### src/rtl/pbus_pkg.sv
package pbus_pkg;

   // Field widths of the packed timing words
   localparam int ON_W  = 4;
   localparam int OFF_W = 6;

   typedef logic [ON_W-1:0]  on_t;
   typedef logic [OFF_W-1:0] off_t;

   // Legalised timing, captured per access
   typedef struct packed {
      on_t  cs_on;
      off_t cs_off;
      on_t  we_on;
      off_t we_off;
      on_t  re_on;
      off_t re_off;
      off_t wr_cyc;
      off_t rd_cyc;
      off_t acc;
   } pbus_timing_t;

   function automatic off_t widen(on_t v);
      return off_t'(v);
   endfunction

   function automatic off_t max_off(off_t a, off_t b);
      return (a > b) ? a : b;
   endfunction

endpackage

### src/rtl/pbus_timing_clamp.sv
module pbus_timing_clamp
   import pbus_pkg::*;
(
   input  logic [31:0]  onoff_word,
   input  logic [31:0]  cycle_word,
   output pbus_timing_t tim
);

   // Field positions of the on/off word
   localparam int CS_ON_L  = 0;
   localparam int CS_OFF_L = CS_ON_L  + ON_W;
   localparam int WE_ON_L  = CS_OFF_L + OFF_W;
   localparam int WE_OFF_L = WE_ON_L  + ON_W;
   localparam int RE_ON_L  = WE_OFF_L + OFF_W;
   localparam int RE_OFF_L = RE_ON_L  + ON_W;
   // Field positions of the cycle word
   localparam int WCYC_L   = 0;
   localparam int RCYC_L   = WCYC_L + OFF_W;
   localparam int ACC_L    = 22;

   on_t  cs_on_r, we_on_r, re_on_r;
   off_t cs_off_r, we_off_r, re_off_r, wcyc_r, rcyc_r, acc_r;
   off_t we_off_c, re_off_c, cs_off_c;

   assign cs_on_r  = onoff_word[CS_ON_L  +: ON_W];
   assign cs_off_r = onoff_word[CS_OFF_L +: OFF_W];
   assign we_on_r  = onoff_word[WE_ON_L  +: ON_W];
   assign we_off_r = onoff_word[WE_OFF_L +: OFF_W];
   assign re_on_r  = onoff_word[RE_ON_L  +: ON_W];
   assign re_off_r = onoff_word[RE_OFF_L +: OFF_W];
   assign wcyc_r   = cycle_word[WCYC_L +: OFF_W];
   assign rcyc_r   = cycle_word[RCYC_L +: OFF_W];
   assign acc_r    = cycle_word[ACC_L  +: OFF_W];

   // Bits the engine does not use (CS pulse width and spare bits)
   logic unused_bits;
   assign unused_bits = ^{onoff_word[31:30], cycle_word[21:12], cycle_word[31:28]};

   // Off edges must follow their on edges; CS must outlast both strobes
   always_comb begin
      we_off_c = max_off(we_off_r, widen(we_on_r) + off_t'(1));
      re_off_c = max_off(re_off_r, widen(re_on_r) + off_t'(1));
      cs_off_c = max_off(max_off(cs_off_r, widen(cs_on_r) + off_t'(1)),
                         max_off(we_off_c, re_off_c));
   end

   always_comb begin
      tim.cs_on  = cs_on_r;
      tim.cs_off = cs_off_c;
      tim.we_on  = we_on_r;
      tim.we_off = we_off_c;
      tim.re_on  = re_on_r;
      tim.re_off = re_off_c;
      tim.wr_cyc = max_off(wcyc_r, we_off_c);
      tim.rd_cyc = max_off(rcyc_r, re_off_c);
      tim.acc    = max_off(acc_r, widen(re_on_r) + off_t'(1));
   end

endmodule

### src/rtl/pbus_tick_gen.sv
module pbus_tick_gen (
   input  logic clk,
   input  logic rst_n,
   input  logic start,
   input  logic run,
   input  logic dbl_i,
   output logic tick_end
);

   logic dbl_q;
   logic phase;

   always_ff @(posedge clk or negedge rst_n) begin
      if (!rst_n) begin
         dbl_q <= 1'b0;
         phase <= 1'b0;
      end else if (start) begin
         dbl_q <= dbl_i;
         phase <= 1'b0;
      end else if (run && dbl_q) begin
         phase <= ~phase;
      end
   end

   assign tick_end = !dbl_q || phase;


   tick_double_alt_chk: assert property (@(posedge clk) disable iff (!rst_n)
      (run && dbl_q && !tick_end && !start) |=> tick_end);

endmodule

### src/rtl/pbus_access_seq.sv
module pbus_access_seq
   import pbus_pkg::*;
#(
   parameter int DATA_W = 16,
   parameter int NUM_CS = 2,
   localparam int CS_SEL_W = (NUM_CS > 1) ? $clog2(NUM_CS) : 1
) (
   input  logic                clk,
   input  logic                rst_n,
   input  logic                req_valid,
   input  logic                req_read,
   input  logic                req_cmd,
   input  logic [CS_SEL_W-1:0] req_cs_sel,
   input  logic [DATA_W-1:0]   req_wdata,
   input  pbus_timing_t        tim,
   input  logic                tick_double,
   input  logic [DATA_W-1:0]   bus_din,
   output logic                req_ready,
   output logic                ack,
   output logic [NUM_CS-1:0]   cs_act,
   output logic                we_act,
   output logic                re_act,
   output logic                dc_level,
   output logic                oe,
   output logic [DATA_W-1:0]   dout,
   output logic [DATA_W-1:0]   rd_data
);

   logic                busy;
   off_t                cnt;
   logic                rd_q, cmd_q;
   logic [CS_SEL_W-1:0] sel_q;
   logic [DATA_W-1:0]   wdata_q;
   pbus_timing_t        tim_q;
   logic                start, tick_end, last;
   off_t                cyc;

   assign start = req_valid && !busy;
   assign cyc   = rd_q ? tim_q.rd_cyc : tim_q.wr_cyc;
   assign last  = busy && tick_end && (cnt == cyc - off_t'(1));

   pbus_tick_gen u_tick (
      .clk      (clk),
      .rst_n    (rst_n),
      .start    (start),
      .run      (busy),
      .dbl_i    (tick_double),
      .tick_end (tick_end)
   );

   always_ff @(posedge clk or negedge rst_n) begin
      if (!rst_n) begin
         busy    <= 1'b0;
         cnt     <= '0;
         rd_q    <= 1'b0;
         cmd_q   <= 1'b0;
         sel_q   <= '0;
         wdata_q <= '0;
         tim_q   <= '0;
      end else if (start) begin
         busy    <= 1'b1;
         cnt     <= '0;
         rd_q    <= req_read;
         cmd_q   <= req_cmd;
         sel_q   <= req_cs_sel;
         wdata_q <= req_wdata;
         tim_q   <= tim;
      end else if (busy && tick_end) begin
         if (last) begin
            busy <= 1'b0;
            cnt  <= '0;
         end else begin
            cnt  <= cnt + off_t'(1);
         end
      end
   end

   // Read capture in the final clock of the access-time tick
   always_ff @(posedge clk or negedge rst_n) begin
      if (!rst_n)
         rd_data <= '0;
      else if (busy && rd_q && tick_end && (cnt == tim_q.acc))
         rd_data <= bus_din;
   end

   logic cs_win;
   assign cs_win = busy && (cnt >= widen(tim_q.cs_on)) && (cnt < tim_q.cs_off);

   for (genvar i = 0; i < NUM_CS; i++) begin : g_cs
      assign cs_act[i] = cs_win && (sel_q == CS_SEL_W'(i));
   end

   assign we_act    = busy && !rd_q && (cnt >= widen(tim_q.we_on)) && (cnt < tim_q.we_off);
   assign re_act    = busy &&  rd_q && (cnt >= widen(tim_q.re_on)) && (cnt < tim_q.re_off);
   assign dc_level  = busy ? !cmd_q : 1'b1;
   assign oe        = busy && !rd_q;
   assign dout      = wdata_q;
   assign req_ready = !busy;
   assign ack       = last;


   cnt_in_cycle_chk: assert property (@(posedge clk) disable iff (!rst_n)
      busy |-> (cnt < cyc));

   ack_ends_access_chk: assert property (@(posedge clk) disable iff (!rst_n)
      ack |=> !busy);

   strobe_order_chk: assert property (@(posedge clk) disable iff (!rst_n)
      busy |-> ((tim_q.we_off > widen(tim_q.we_on)) && (tim_q.re_off > widen(tim_q.re_on))));

   cs_cover_chk: assert property (@(posedge clk) disable iff (!rst_n)
      busy |-> ((tim_q.cs_off > widen(tim_q.cs_on)) && (tim_q.cs_off >= tim_q.we_off)
                && (tim_q.cs_off >= tim_q.re_off)));

   cycle_cover_chk: assert property (@(posedge clk) disable iff (!rst_n)
      busy |-> ((tim_q.wr_cyc >= tim_q.we_off) && (tim_q.rd_cyc >= tim_q.re_off)));

   access_after_re_chk: assert property (@(posedge clk) disable iff (!rst_n)
      busy |-> (tim_q.acc > widen(tim_q.re_on)));

   dc_steady_chk: assert property (@(posedge clk) disable iff (!rst_n)
      (busy && $past(busy) && !$past(ack)) |-> $stable(dc_level));

   one_cs_chk: assert property (@(posedge clk) disable iff (!rst_n)
      $onehot0(cs_act));

endmodule

### src/rtl/pbus_strobe_timer.sv
module pbus_strobe_timer
   import pbus_pkg::*;
#(
   parameter int DATA_W = 16,
   parameter int NUM_CS = 2,
   localparam int CS_SEL_W = (NUM_CS > 1) ? $clog2(NUM_CS) : 1
) (
   input  logic                clk,
   input  logic                rst_n,
   input  logic                req_valid,
   output logic                req_ready,
   input  logic                req_read,
   input  logic                req_cmd,
   input  logic [CS_SEL_W-1:0] req_cs_sel,
   input  logic [DATA_W-1:0]   req_wdata,
   output logic                req_ack,
   output logic [DATA_W-1:0]   rd_data,
   input  logic [31:0]         cfg_onoff,
   input  logic [31:0]         cfg_cycle,
   input  logic                cfg_tick_double,
   input  logic [3:0]          cfg_invert,
   output logic [NUM_CS-1:0]   bus_cs,
   output logic                bus_we,
   output logic                bus_re,
   output logic                bus_dc,
   output logic [DATA_W-1:0]   bus_dout,
   output logic                bus_oe,
   input  logic [DATA_W-1:0]   bus_din
);

   // Polarity bit positions
   localparam int INV_DC = 0;
   localparam int INV_RE = 1;
   localparam int INV_WE = 2;
   localparam int INV_CS = 3;

   if (DATA_W < 1 || DATA_W > 32) begin : g_bad_width
      $error("pbus_strobe_timer: DATA_W must lie in 1..32");
   end
   if (NUM_CS < 1 || NUM_CS > 4) begin : g_bad_cs
      $error("pbus_strobe_timer: NUM_CS must lie in 1..4");
   end

   pbus_timing_t        tim;
   logic [NUM_CS-1:0]   cs_act;
   logic                we_act, re_act, dc_level;

   pbus_timing_clamp u_clamp (
      .onoff_word (cfg_onoff),
      .cycle_word (cfg_cycle),
      .tim        (tim)
   );

   pbus_access_seq #(
      .DATA_W (DATA_W),
      .NUM_CS (NUM_CS)
   ) u_seq (
      .clk         (clk),
      .rst_n       (rst_n),
      .req_valid   (req_valid),
      .req_read    (req_read),
      .req_cmd     (req_cmd),
      .req_cs_sel  (req_cs_sel),
      .req_wdata   (req_wdata),
      .tim         (tim),
      .tick_double (cfg_tick_double),
      .bus_din     (bus_din),
      .req_ready   (req_ready),
      .ack         (req_ack),
      .cs_act      (cs_act),
      .we_act      (we_act),
      .re_act      (re_act),
      .dc_level    (dc_level),
      .oe          (bus_oe),
      .dout        (bus_dout),
      .rd_data     (rd_data)
   );

   for (genvar i = 0; i < NUM_CS; i++) begin : g_cs_pin
      assign bus_cs[i] = cs_act[i] ^ cfg_invert[INV_CS];
   end

   assign bus_we = we_act   ^ cfg_invert[INV_WE];
   assign bus_re = re_act   ^ cfg_invert[INV_RE];
   assign bus_dc = dc_level ^ cfg_invert[INV_DC];


   ack_idle_gap_chk: assert property (@(posedge clk) disable iff (!rst_n)
      req_ack |-> !req_ready);

   oe_write_only_chk: assert property (@(posedge clk) disable iff (!rst_n)
      bus_oe |-> !(re_act));

endmodule

### config.mk
export PLATFORM = sky130hd
export DESIGN_NAME = pbus_strobe_timer
export DESIGN_NICKNAME = d
export VERILOG_FILES = /design/src/rtl/pbus_pkg.sv /design/src/rtl/pbus_timing_clamp.sv /design/src/rtl/pbus_tick_gen.sv /design/src/rtl/pbus_access_seq.sv /design/src/rtl/pbus_strobe_timer.sv
export SDC_FILE = /design/constraint.sdc
export NUM_CORES = 1
export LEC_CHECK = 0
export ABC_AREA = 1
export CORE_AREA = 2 2 120 122
export CTS_BUF_LIST = sky130_fd_sc_hd__clkbuf_4
export DETAILED_ROUTE_END_ITERATION = 6
export DIE_AREA = 0 0 122 124
export PLACE_DENSITY = 0.78
export SETUP_SLACK_MARGIN = 0.15
export SYNTH_ARGS = -nofsm -noshare
export SYNTH_HDL_FRONTEND = slang
export SYNTH_HIERARCHICAL = 1
export SYNTH_SLANG_ARGS = --single-unit
### constraint.sdc
create_clock -name clk -period 3.4 [get_ports clk]
set_clock_uncertainty 0.15 [all_clocks]
set_input_delay 0.68 -clock clk [delete_from_list [all_inputs] [get_ports clk]]
set_output_delay 0.68 -clock clk [all_outputs]
set_load 0.02 [all_outputs]
==> out/results.md, run 1 <==
Run status
- run status: finished with violations
- violated checks: DRC, setup timing

Worst setup path
- CP arrival: 4580 ps
- Data required, critical path: 3640 ps
- Critical Path Max Stage Delay: 290 ps
- Crit. End Element: flop
- critical register-to-register path endpoint: u_seq/cnt[0]$_DFFE_PN0P_
- biggest fanout along the worst timing path: 7
- CP Buf/Inv Count: 6
- worst flop-to-flop path startpoint: u_seq/rd_q$_DFFE_PN0P_
- startpoint type of the worst setup path: primary input
- CP delay by family, top: simple AND/OR/NAND/NOR gates
- slack of the worst reg-to-reg path: 1230 ps
- class of the most critical setup path: in2reg
- count of cells along the worst register-to-register path: 14
- Critical-path top delay cell: ha_4
- cell type with the highest occurrence count on the critical path: nand2_4

Synthesis
- warning count from the yosys run: 6
- leading register cell type out of synthesis: dfrtp_1
- xor/xnor cell area share of the yosys netlist: 1.52%
- synthesized cell area: 0.00681 sq mm
- area fraction of the dominant cell type after synthesis: 33.8%
- gate count after technology mapping: 932
- simple logic cell fraction of the synthesized area: 33.2%
- top post-synthesis cells by area: dfrtp_1 (34%), nand2_1 (17%), ha_1 (13%)
- post-synthesis async set-or-reset flop share: 100%
- post-synthesis share of cell area spent on full adders, half adders and majority gates: 12.7%
- Mapped Avg Cell Area: 7.31 sq um
- Seq/Total Area, Yosys: 33.8%
- Post-synth EDFFs: 0
- post-synthesis register bit count: 92
- dominant combinational cell family by area after synthesis: simple AND/OR/NAND/NOR gates
- most area-hungry cell type in the Yosys netlist: dfrtp_1
- mux contribution to synthesized area: 0%
- Post-Syn Nets: 1108
- compound-gate portion of the synthesized area: 9.11%
- post-synthesis cell type count: 44

Drt
- vias per cell: 5.32
- antenna-violating nets left: 0
- Remaining DRCs: 2
- Starting DRT DRC Count: 567
- total number of vias: 7259
- detailed-routing iteration count for the pre-antenna-repair pass: 7
- routed length per instance: 15.7 microns
- final WL: 21.4 mm

Global routing
- number of antenna violations at the first check in global routing: 1
- global-route wire length before repair: 31.4 mm
- pin count of the biggest net entering global routing: 51
- grt total ovfl: 0
- total routing usage reported by global routing: 26.3%
- vias in the first global route: 6805

Power and ir drop
- internal power: 1.86 mW
- sum of internal, switching and leakage power: 2.93 mW
- total power density per cell area: 296 mW/mm^2
- relative contribution of combinational cells to total power: 42.2%
- cell leakage power: 5.25 nW
- switching pwr: 1.07 mW
- Sequential Power Share: 38.1%
- relative contribution of the clock network to total power: 19.6%
- Max IR drop VDD: 0.000142 V
- switching part of the total power: 36.5%

STA
- transition time at the pin with the least slew margin: 599 ps
- time the worst path needs with I/O delays and setup: 4340 ps
- Relative slew margins: 60.1%
- count of endpoints failing hold in the final timing report: 0
- setup slack of the critical path after layout: -944 ps
- Max Transition Viols Final: 0
- maximum achievable frequency: 230 MHz
- final setup TNS: -6420 ps
- part of the cycle the worst path needs: 128%
- RSZ-0062 raised after global routing: true
- count of final setup violators: 17

Clock tree
- clock tree from TritonCTS: done
- number of buffers between clock root and the deepest sink: 2
- clock transition at the register clock pins on the worst setup and hold paths after CTS: 160 ps
- clock insertion delay at the later pin of the skew report: 450 ps
- sink count of the clock tree: 92
- master cell of the clock root buffer: clkbuf_4
- clock buffer count from CTS: 9
- cts hold-fix bufs: 0
- deepest level of the CTS H-tree: 3

Layout
- final-layout fill cell count: 998
- highest-count cells in the layout ignoring fill and taps: nand2_1 (298), buf_4 (129), clkdlybuf4s50_1 (109), inv_1 (100), dfrtp_1 (89)
- proportion of layout cells with a drive suffix above 1: 26.2%
- final core area utilization: 72.2%
- total number of nets in the final design: 1354
- Area growth, synth to finish: 45.4%
- most common cell after layout, fill and taps aside: nand2_1

Place
- port buffer count: 130
- Setup WS pre-CTS: -1750 ps
- final weighted congestion of routability-driven global placement: 0.940
- Detailed Place HPWL: 14.5 mm

Die
- horizontal die dimension: 122 microns
- row cnt: 43
- overall die area: 0.0151 sq mm
- starting density of the core: 49.6%
- number of placed I/O pins: 147
- CORE AREA: 0.0137 sq mm
- die height: 124 microns

Job
- Max Cap Viol: 0

Hold path
- worst min-delay path class: in2async

## cells by family (layout without fill, tap and decap cells)
| logic type | after synthesis | count (layout) |
|---|---|---|
| AND/OR/NAND/NOR | 493 | 494 |
| buffers and inverters | 157 | 407 |
| other | 0 | 1 |
| AO/OA/AOI/OAI | 110 | 110 |
| adder cells (fa/ha/maj) | 69 | 69 |
| XOR/XNOR | 11 | 11 |
| flip-flops | 92 | 92 |
## per-stage QoR
| step | cells | hold slack [ps] | cell area [sq um] |
|---|---|---|---|
| finish | 1364 | 41.7 | 9900 |
| global route | 1364 | 69.7 | 9900 |
| CTS | 1353 | 38.5 | 9450 |
| detailed placement | 1314 | 308 | 9100 |
| global placement | 1314 | 303 | 9100 |
| floorplan | 932 | 234 | 6950 |
## repair_timing
item / in CTS / in global routing
gates resized for setup: 80 / 89
setup buffers: 23 / 9
endpoints found under the setup margin: 23 / 23
cloned: 0 / 1
pin swaps: 42 / 54
## layout make-up
cell class                      instances  area, sq um  area share (%)
Tap cell                              180          225            2.27
Clock buffer                            9         67.6           0.682
Antenna cell                            1         2.50          0.0253
Multi-Input combinational cell        684         4370            44.2
Inverter                              120          465            4.70
Timing Repair Buffer                  271         2400            24.3
Sequential cell                        92         2310            23.3
Clock inverter                          7         57.6           0.581
## state kept, by name, indices dropped and copies added (netlist names)
signal              cells
u_seq/cnt               6
u_seq/u_tick/phase      1
u_seq/tim_q            48
u_seq/busy              1
u_seq/cmd_q             1
u_seq/sel_q             1
u_seq/u_tick/dbl_q      1
u_seq/rd_data          16
u_seq/dout             16
u_seq/rd_q              1
## power by group through the flow
| stage | registers, mW | logic, mW | clock network [mW] |
|---|---|---|---|
| floorplan | 1.15 | 0.517 | 0 |
| global placement | 1.14 | 0.917 | 0 |
| CTS | 1.12 | 1.02 | 0.584 |
| detailed placement | 1.14 | 0.943 | 0 |
| global route | 1.12 | 1.32 | 0.631 |
| finish | 1.12 | 1.24 | 0.575 |
## how the worst max path moves through the flow
stage             startpoint                     endpoint  depth (start not counted)
6_report       cfg_onoff[20]  u_seq/tim_q[39]$_DFFE_PN0P_                         33
5_1_grt        cfg_onoff[20]  u_seq/tim_q[39]$_DFFE_PN0P_                         33
4_1_cts        cfg_onoff[21]  u_seq/tim_q[41]$_DFFE_PN0P_                         33
3_5_place_dp   cfg_onoff[20]  u_seq/tim_q[42]$_DFFE_PN0P_                         29
3_3_place_gp   cfg_onoff[20]  u_seq/tim_q[39]$_DFFE_PN0P_                         33
2_1_floorplan  cfg_onoff[20]  u_seq/tim_q[39]$_DFFE_PN0P_                         33
## layer usage
| layer | global-route usage (%) | routed length, microns | part of all wire (%) | up-vias |
|---|---|---|---|---|
| li1 | - | - | - | 3480 |
| met1 | 32.3 | 8430 | 39 | 3345 |
| met2 | 45.8 | 10500 | 49 | 324 |
| met3 | 3.85 | 1300 | 6.1 | 110 |
| met4 | 12.2 | 1160 | 5.4 | 0 |
| met5 | 0 | 0 | 0 | - |
## worst register-to-register path: stages, from the launching register on
cell and delay, ps:
dfrtp_2 470, inv_4 80, nand2_1 70, nand2_2 80, inv_1 40, ha_1 300
a21oi_1 120, o21ai_0 90, nor2_1 110, nand2_1 70, nor2_2 100, nand3_2 80
buf_4 160, nand3_1 60, o21ai_0 100
## synth_stat cells (3+ instances only)
cell	count
a21oi_1	35
buf_1	5
buf_2	3
buf_4	14
clkbuf_1	13
dfrtp_1	92
ha_1	69
inv_1	114
inv_2	5
nand2_1	313
nand2_2	14
nand2_4	10
nand3_1	70
nand3_2	9
nand4_1	13
nor2_1	47
nor2_4	4
o21a_1	7
o21ai_0	46
o21ai_1	7
o21bai_1	5
xor2_1	8
Note: power is estimated with default switching activity, not from simulation.
==> inputs of run 2 (changes only) <==
CORE_AREA = 2 2 127 129   (was 2 2 120 122)
DIE_AREA = 0 0 129 131   (was 0 0 122 124)
PLACE_DENSITY = 0.71   (was 0.78)
==> run 2 against run 1 <==
- the run ends with setup timing left
- clock power is 17% higher
- via count is 4.1% lower
- sequential cell count stayed put
- fmax is 4.7% higher
- largest power group unchanged
- first-iteration DRC count is 26% lower
- sequential share of layout area is 0.38 points lower
- core utilization is 7.6 points lower
- sequential power hardly changed
- critical path depth stayed put
==> out/results.md, run 2 (synthesized netlist as in run 1, its figures left out) <==
Run status
- run status: finished with violations
- violated checks: setup timing

Die
- number of placed I/O pins: 147
- die height: 131 microns
- CORE AREA: 0.0156 sq mm
- overall die area: 0.0169 sq mm
- row cnt: 46
- horizontal die dimension: 129 microns
- starting density of the core: 43.7%

STA
- setup slack of the critical path after layout: -751 ps
- count of endpoints failing hold in the final timing report: 0
- RSZ-0062 raised after global routing: true
- transition time at the pin with the least slew margin: 697 ps
- maximum achievable frequency: 241 MHz
- time the worst path needs with I/O delays and setup: 4150 ps
- Relative slew margins: 53.5%
- count of final setup violators: 23
- part of the cycle the worst path needs: 122%
- Max Transition Viols Final: 0
- final setup TNS: -8580 ps
- worst hold slack: 83.0 ps

Clock tree
- number of buffers between clock root and the deepest sink: 2
- clock insertion delay at the later pin of the skew report: 470 ps
- clock transition at the register clock pins on the worst setup and hold paths after CTS: 160 ps
- clock tree from TritonCTS: done
- clock buffer count from CTS: 9
- master cell of the clock root buffer: clkbuf_4
- cts hold-fix bufs: 0
- deepest level of the CTS H-tree: 3
- sink count of the clock tree: 92

Power and ir drop
- cell leakage power: 5.30 nW
- total power density per cell area: 293 mW/mm^2
- sum of internal, switching and leakage power: 2.95 mW
- Max IR drop VDD: 0.000132 V

Layout
- most common cell after layout, fill and taps aside: nand2_1
- total number of nets in the final design: 1361
- post-route cell area: 0.0101 sq mm
- number of flip-flops under the largest register name: 48
- largest register by flop count: u_seq/tim_q
- final core area utilization: 64.6%
- final-layout fill cell count: 1285
- highest-count cells in the layout ignoring fill and taps: nand2_1 (304), buf_4 (139), clkdlybuf4s50_1 (110), inv_1 (101), dfrtp_1 (88)
- proportion of layout cells with a drive suffix above 1: 27.5%
- Area growth, synth to finish: 47.8%

Drt
- detailed-routing iteration count for the pre-antenna-repair pass: 5
- Remaining DRCs: 0
- vias per cell: 4.95
- antenna-violating nets left: 0
- total number of vias: 6960
- final WL: 20.3 mm
- Starting DRT DRC Count: 420
- routed length per instance: 14.4 microns

Global routing
- vias in the first global route: 6405
- grt total ovfl: 0
- global-route wire length before repair: 30.3 mm
- total routing usage reported by global routing: 22.6%
- number of antenna violations at the first check in global routing: 1
- pin count of the biggest net entering global routing: 101

Worst setup path
- slack of the worst reg-to-reg path: 1290 ps
- biggest fanout along the worst timing path: 8
- Critical Path Max Stage Delay: 270 ps
- Crit. End Element: flop
- CP arrival: 4370 ps
- worst flop-to-flop path startpoint: u_seq/rd_q$_DFFE_PN0P_
- critical register-to-register path endpoint: u_seq/cnt[0]$_DFFE_PN0P_
- class of the most critical setup path: in2reg
- count of cells along the worst register-to-register path: 14
- cell type with the highest occurrence count on the critical path: nand2_4
- Critical-path top delay cell: ha_4
- Data required, critical path: 3620 ps
- startpoint type of the worst setup path: primary input

Job
- Max Cap Viol: 0

Place
- port buffer count: 130
- final weighted congestion of routability-driven global placement: 0.922
- Detailed Place HPWL: 14.1 mm
- area of placed instances: 0.00914 sq mm

Hold path
- worst min-delay path class: in2async

## run 2: cell types whose count changed in the layout (fill, tap and decap cells not counted), moves of 2 or more
cell,change
buf_8,+4
nand2_4,-3
nor2_2,+9
nand3_2,+5
nand3_1,-3
buf_4,+10
nand2_1,+6
buf_2,-3
o21ai_0,-2
o21ai_1,+3
buf_6,-6
nand2_2,-2
nor2_1,-10
nand3_4,-2
## run 2: critical path: cells and delay by family
family          cells  cell delay (ps)
simple gates       17             1660
compound gates      5              480
buf+inv             6              370
fa+ha+maj           4              960
xor+xnor            1              190
## run 2: per-stage QoR
step / worst slack [ps] / std cells
after global routing: -906 / 1407
final: -751 / 1407
after CTS: -619 / 1401
after detailed placement: -1700 / 1350
after global placement: -1580 / 1350
after floorplan: -1000 / 932
## run 2: metal layers
metal	vias to the layer above	share of wire (%)	GRT usage (%)
li1	3496	-	-
met1	3224	44	30.2
met2	198	49	38.4
met3	42	4.2	2.61
met4	0	2.7	7.54
met5	-	0	0
## run 2: final cells by class
| cell class | count | area (sq um) | area share, % |
|---|---|---|---|
| timing repair buffer | 277 | 2470 | 24.5 |
| inverter | 120 | 465 | 4.62 |
| clock buffer | 9 | 67.6 | 0.671 |
| tap | 216 | 270 | 2.68 |
| antenna | 1 | 2.50 | 0.0249 |
| clock inverter | 7 | 90.1 | 0.895 |
| sequential | 92 | 2310 | 22.9 |
| multi-input combinational | 685 | 4400 | 43.7 |
## run 2: power breakdown
group          internal [mW]  leakage [nW]  switching (mW)
Combinational          0.563          4.12           0.593
Clock                  0.241        0.0843           0.433
Sequential              1.11          1.09         0.00480
Total                   1.92          5.30            1.03
## run 2: how the worst max path moves through the flow
stage / from / to / slack, ps / cells after the start
floorplan: cfg_onoff[20] / u_seq/tim_q[39]$_DFFE_PN0P_ / -1000 / 33
global placement: cfg_onoff[20] / u_seq/tim_q[39]$_DFFE_PN0P_ / -1580 / 33
detailed placement: cfg_onoff[20] / u_seq/tim_q[43]$_DFFE_PN0P_ / -1700 / 33
CTS: cfg_onoff[21] / u_seq/tim_q[43]$_DFFE_PN0P_ / -620 / 33
global route: cfg_onoff[20] / u_seq/tim_q[39]$_DFFE_PN0P_ / -910 / 33
finish: cfg_onoff[20] / u_seq/tim_q[42]$_DFFE_PN0P_ / -750 / 33
## run 2: repair_timing
action,in CTS,in global routing
pin swaps,47,53
setup endpoints to repair,23,28
resized for setup,91,86
cloned,1,1
endpoints found under the hold margin,0,0
buffers inserted,34,4
==> inputs of run 3 (changes only) <==
GPL_TIMING_DRIVEN = 0   (was not set)
PLACE_DENSITY = not set   (was 0.71)
PLACE_DENSITY_LB_ADDON = 0.12   (was not set)
==> run 3 against run 2 <==
- the run still ends with setup timing left
- fmax down 2.5%
- clock power up 6.4%
- total power fell by 0.15%
- final cell count fell by 3.7%
- sequential power hardly changed
- via count is 4.6% lower
- combinational power down 4%
- sequential share of layout area up 0.86 points
- global-route usage increased by 0.39 points
- cell area decreased by 3.5%
- core utilization decreased by 2.3 points
- non-clock buffer count down 50
- largest cell class unchanged
- largest power group is now registers
- highest routed layer unchanged
==> out/results.md, run 3 (synthesized netlist as in run 1, its figures left out) <==
Place
- Detailed Place HPWL: 14.0 mm
- port buffer count: 130
- Setup WS pre-CTS: -2500 ps
- final weighted congestion of routability-driven global placement: 0.850
- area of placed instances: 0.00855 sq mm

Drt
- vias per cell: 4.90
- total number of vias: 6643
- routed length per instance: 14.3 microns
- Starting DRT DRC Count: 398
- final WL: 19.4 mm
- Remaining DRCs: 0
- detailed-routing iteration count for the pre-antenna-repair pass: 5
- antenna-violating nets left: 0

Worst setup path
- CP arrival: 4450 ps
- Data required, critical path: 3590 ps
- CP Buf/Inv Count: 7
- class of the most critical setup path: in2reg
- cell type with the highest occurrence count on the critical path: nand2_4
- Critical-path top delay cell: ha_4
- Crit. End Element: flop
- biggest fanout along the worst timing path: 7
- CP delay by family, top: simple AND/OR/NAND/NOR gates
- Critical Path Max Stage Delay: 290 ps
- startpoint type of the worst setup path: primary input

Power and ir drop
- internal power: 1.93 mW
- switching pwr: 1.01 mW
- cell leakage power: 5.02 nW
- total power density per cell area: 303 mW/mm^2
- Max IR drop VDD: 0.000139 V
- switching part of the total power: 34.3%
- relative contribution of combinational cells to total power: 37.7%
- Sequential Power Share: 38.0%
- relative contribution of the clock network to total power: 24.4%

Run status
- violated checks: setup timing
- run status: finished with violations

Die
- starting density of the core: 43.7%
- die height: 131 microns
- overall die area: 0.0169 sq mm
- number of placed I/O pins: 147
- horizontal die dimension: 129 microns
- CORE AREA: 0.0156 sq mm
- row cnt: 46

Clock tree
- clock tree from TritonCTS: done
- sink count of the clock tree: 92
- cts hold-fix bufs: 0
- clock insertion delay at the later pin of the skew report: 450 ps
- number of buffers between clock root and the deepest sink: 2
- clock buffer count from CTS: 9
- master cell of the clock root buffer: clkbuf_4
- deepest level of the CTS H-tree: 3
- clock transition at the register clock pins on the worst setup and hold paths after CTS: 150 ps

Layout
- final core area utilization: 62.3%
- proportion of layout cells with a drive suffix above 1: 23.6%
- most common cell after layout, fill and taps aside: nand2_1
- final-layout fill cell count: 1393
- Area growth, synth to finish: 42.6%
- largest register by flop count: u_seq/tim_q
- post-route cell area: 0.00972 sq mm
- highest-count cells in the layout ignoring fill and taps: nand2_1 (296), clkdlybuf4s50_1 (110), inv_1 (96), dfrtp_1 (86), buf_4 (65)
- combined area of the multi-input logic cells: 0.00443 sq mm
- FF+latch area: 0.00231 sq mm
- number of flip-flops under the largest register name: 48
- total number of nets in the final design: 1309

Global routing
- number of antenna violations at the first check in global routing: 1
- global-route wire length before repair: 30.7 mm
- total routing usage reported by global routing: 23.0%
- grt total ovfl: 0
- pin count of the biggest net entering global routing: 58
- vias in the first global route: 6255

STA
- maximum achievable frequency: 235 MHz
- worst hold slack: 13.9 ps
- RSZ-0062 raised after global routing: true
- Relative slew margins: 58.5%
- time the worst path needs with I/O delays and setup: 4260 ps
- count of final setup violators: 12
- part of the cycle the worst path needs: 125%
- transition time at the pin with the least slew margin: 623 ps
- Max Transition Viols Final: 0
- setup slack of the critical path after layout: -858 ps
- count of endpoints failing hold in the final timing report: 0

Hold path
- worst min-delay path class: in2async

Job
- Max Cap Viol: 0

## run 3: cell types whose count changed in the layout (fill, tap and decap cells not counted), moves of 6 or more
| cell | previous run | this run |
|---|---|---|
| nor2_2 | 16 | 7 |
| nand2_2 | 17 | 25 |
| nor2_1 | 31 | 37 |
| buf_4 | 139 | 65 |
| nand2_1 | 304 | 296 |
| clkbuf_1 | 0 | 11 |
## run 3: layout make-up
cell class / count / area share, %
multi-input cells: 683 / 45.6
plain buffers: 37 / 2.42
well taps: 216 / 2.78
clock buffers: 10 / 0.773
flip-flops and latches: 92 / 23.8
diodes: 1 / 0.0258
inverters: 120 / 4.97
clock inverters: 6 / 0.979
repair buffers: 190 / 18.6
## run 3: final timing paths
kind	start	to	slack, ps	depth (start not counted)
hold / removal	rst_n	u_seq/busy$_DFFE_PN0P_	10	1
setup reg to reg	u_seq/rd_q$_DFFE_PN0P_	u_seq/cnt[2]$_DFFE_PN0P_	1000	16
max in group asynchronous	rst_n	u_seq/cnt[2]$_DFFE_PN0P_	2450	2
hold reg to reg	u_seq/rd_data[7]$_DFFE_PN0P_	u_seq/rd_data[7]$_DFFE_PN0P_	340	2
min in group clk	u_seq/rd_data[7]$_DFFE_PN0P_	u_seq/rd_data[7]$_DFFE_PN0P_	340	2
setup / recovery	cfg_onoff[20]	u_seq/tim_q[43]$_DFFE_PN0P_	-860	33
## run 3: metrics by stage
| step | instances | total power [mW] | setup TNS (ps) |
|---|---|---|---|
| global placement | 1278 | 1.96 | -213390 |
| floorplan | 932 | 1.67 | -6060 |
| detailed placement | 1279 | 1.98 | -30290 |
| finish | 1355 | 2.94 | -5800 |
| global route | 1355 | 3.10 | -7890 |
| CTS | 1337 | 2.83 | -4780 |
## run 3: power by group through the flow
stage | Sequential (mW) | Clock (mW) | Combinational, mW
2_1_floorplan | 1.15 | 0 | 0.517
4_1_cts | 1.12 | 0.740 | 0.972
6_report | 1.12 | 0.716 | 1.11
3_3_place_gp | 1.14 | 0 | 0.825
3_5_place_dp | 1.14 | 0 | 0.841
5_1_grt | 1.12 | 0.775 | 1.21
## run 3: what timing repair did
| item | CTS | global route |
|---|---|---|
| buffers inserted | 42 | 17 |
| pin swaps | 56 | 56 |
| gates resized for setup | 136 | 74 |
| endpoints found under the setup margin | 24 | 23 |
## run 3: worst reg2reg max path: stages (launching register included)
cell and delay, ps:
dfrtp_1 400, buf_6 140, inv_8 80, nand2_2 70
nand2_2 80, inv_2 50, ha_1 300, a21oi_1 120
o21ai_1 70, nor2_1 110, nand2_1 70, nor2_2 90
nand3_2 90, buf_4 140, buf_4 140, nand3_1 60
o21ai_0 120
## run 3: per-layer routing
layer	wire [microns]	part of all wire, %	vias up	GRT usage (%)
met5	0	0	-	0
met4	438	2.3	0	9.46
met3	702	3.6	29	2.12
met2	9430	49	157	38.6
met1	8800	45	3066	30.7
li1	-	-	3391	-
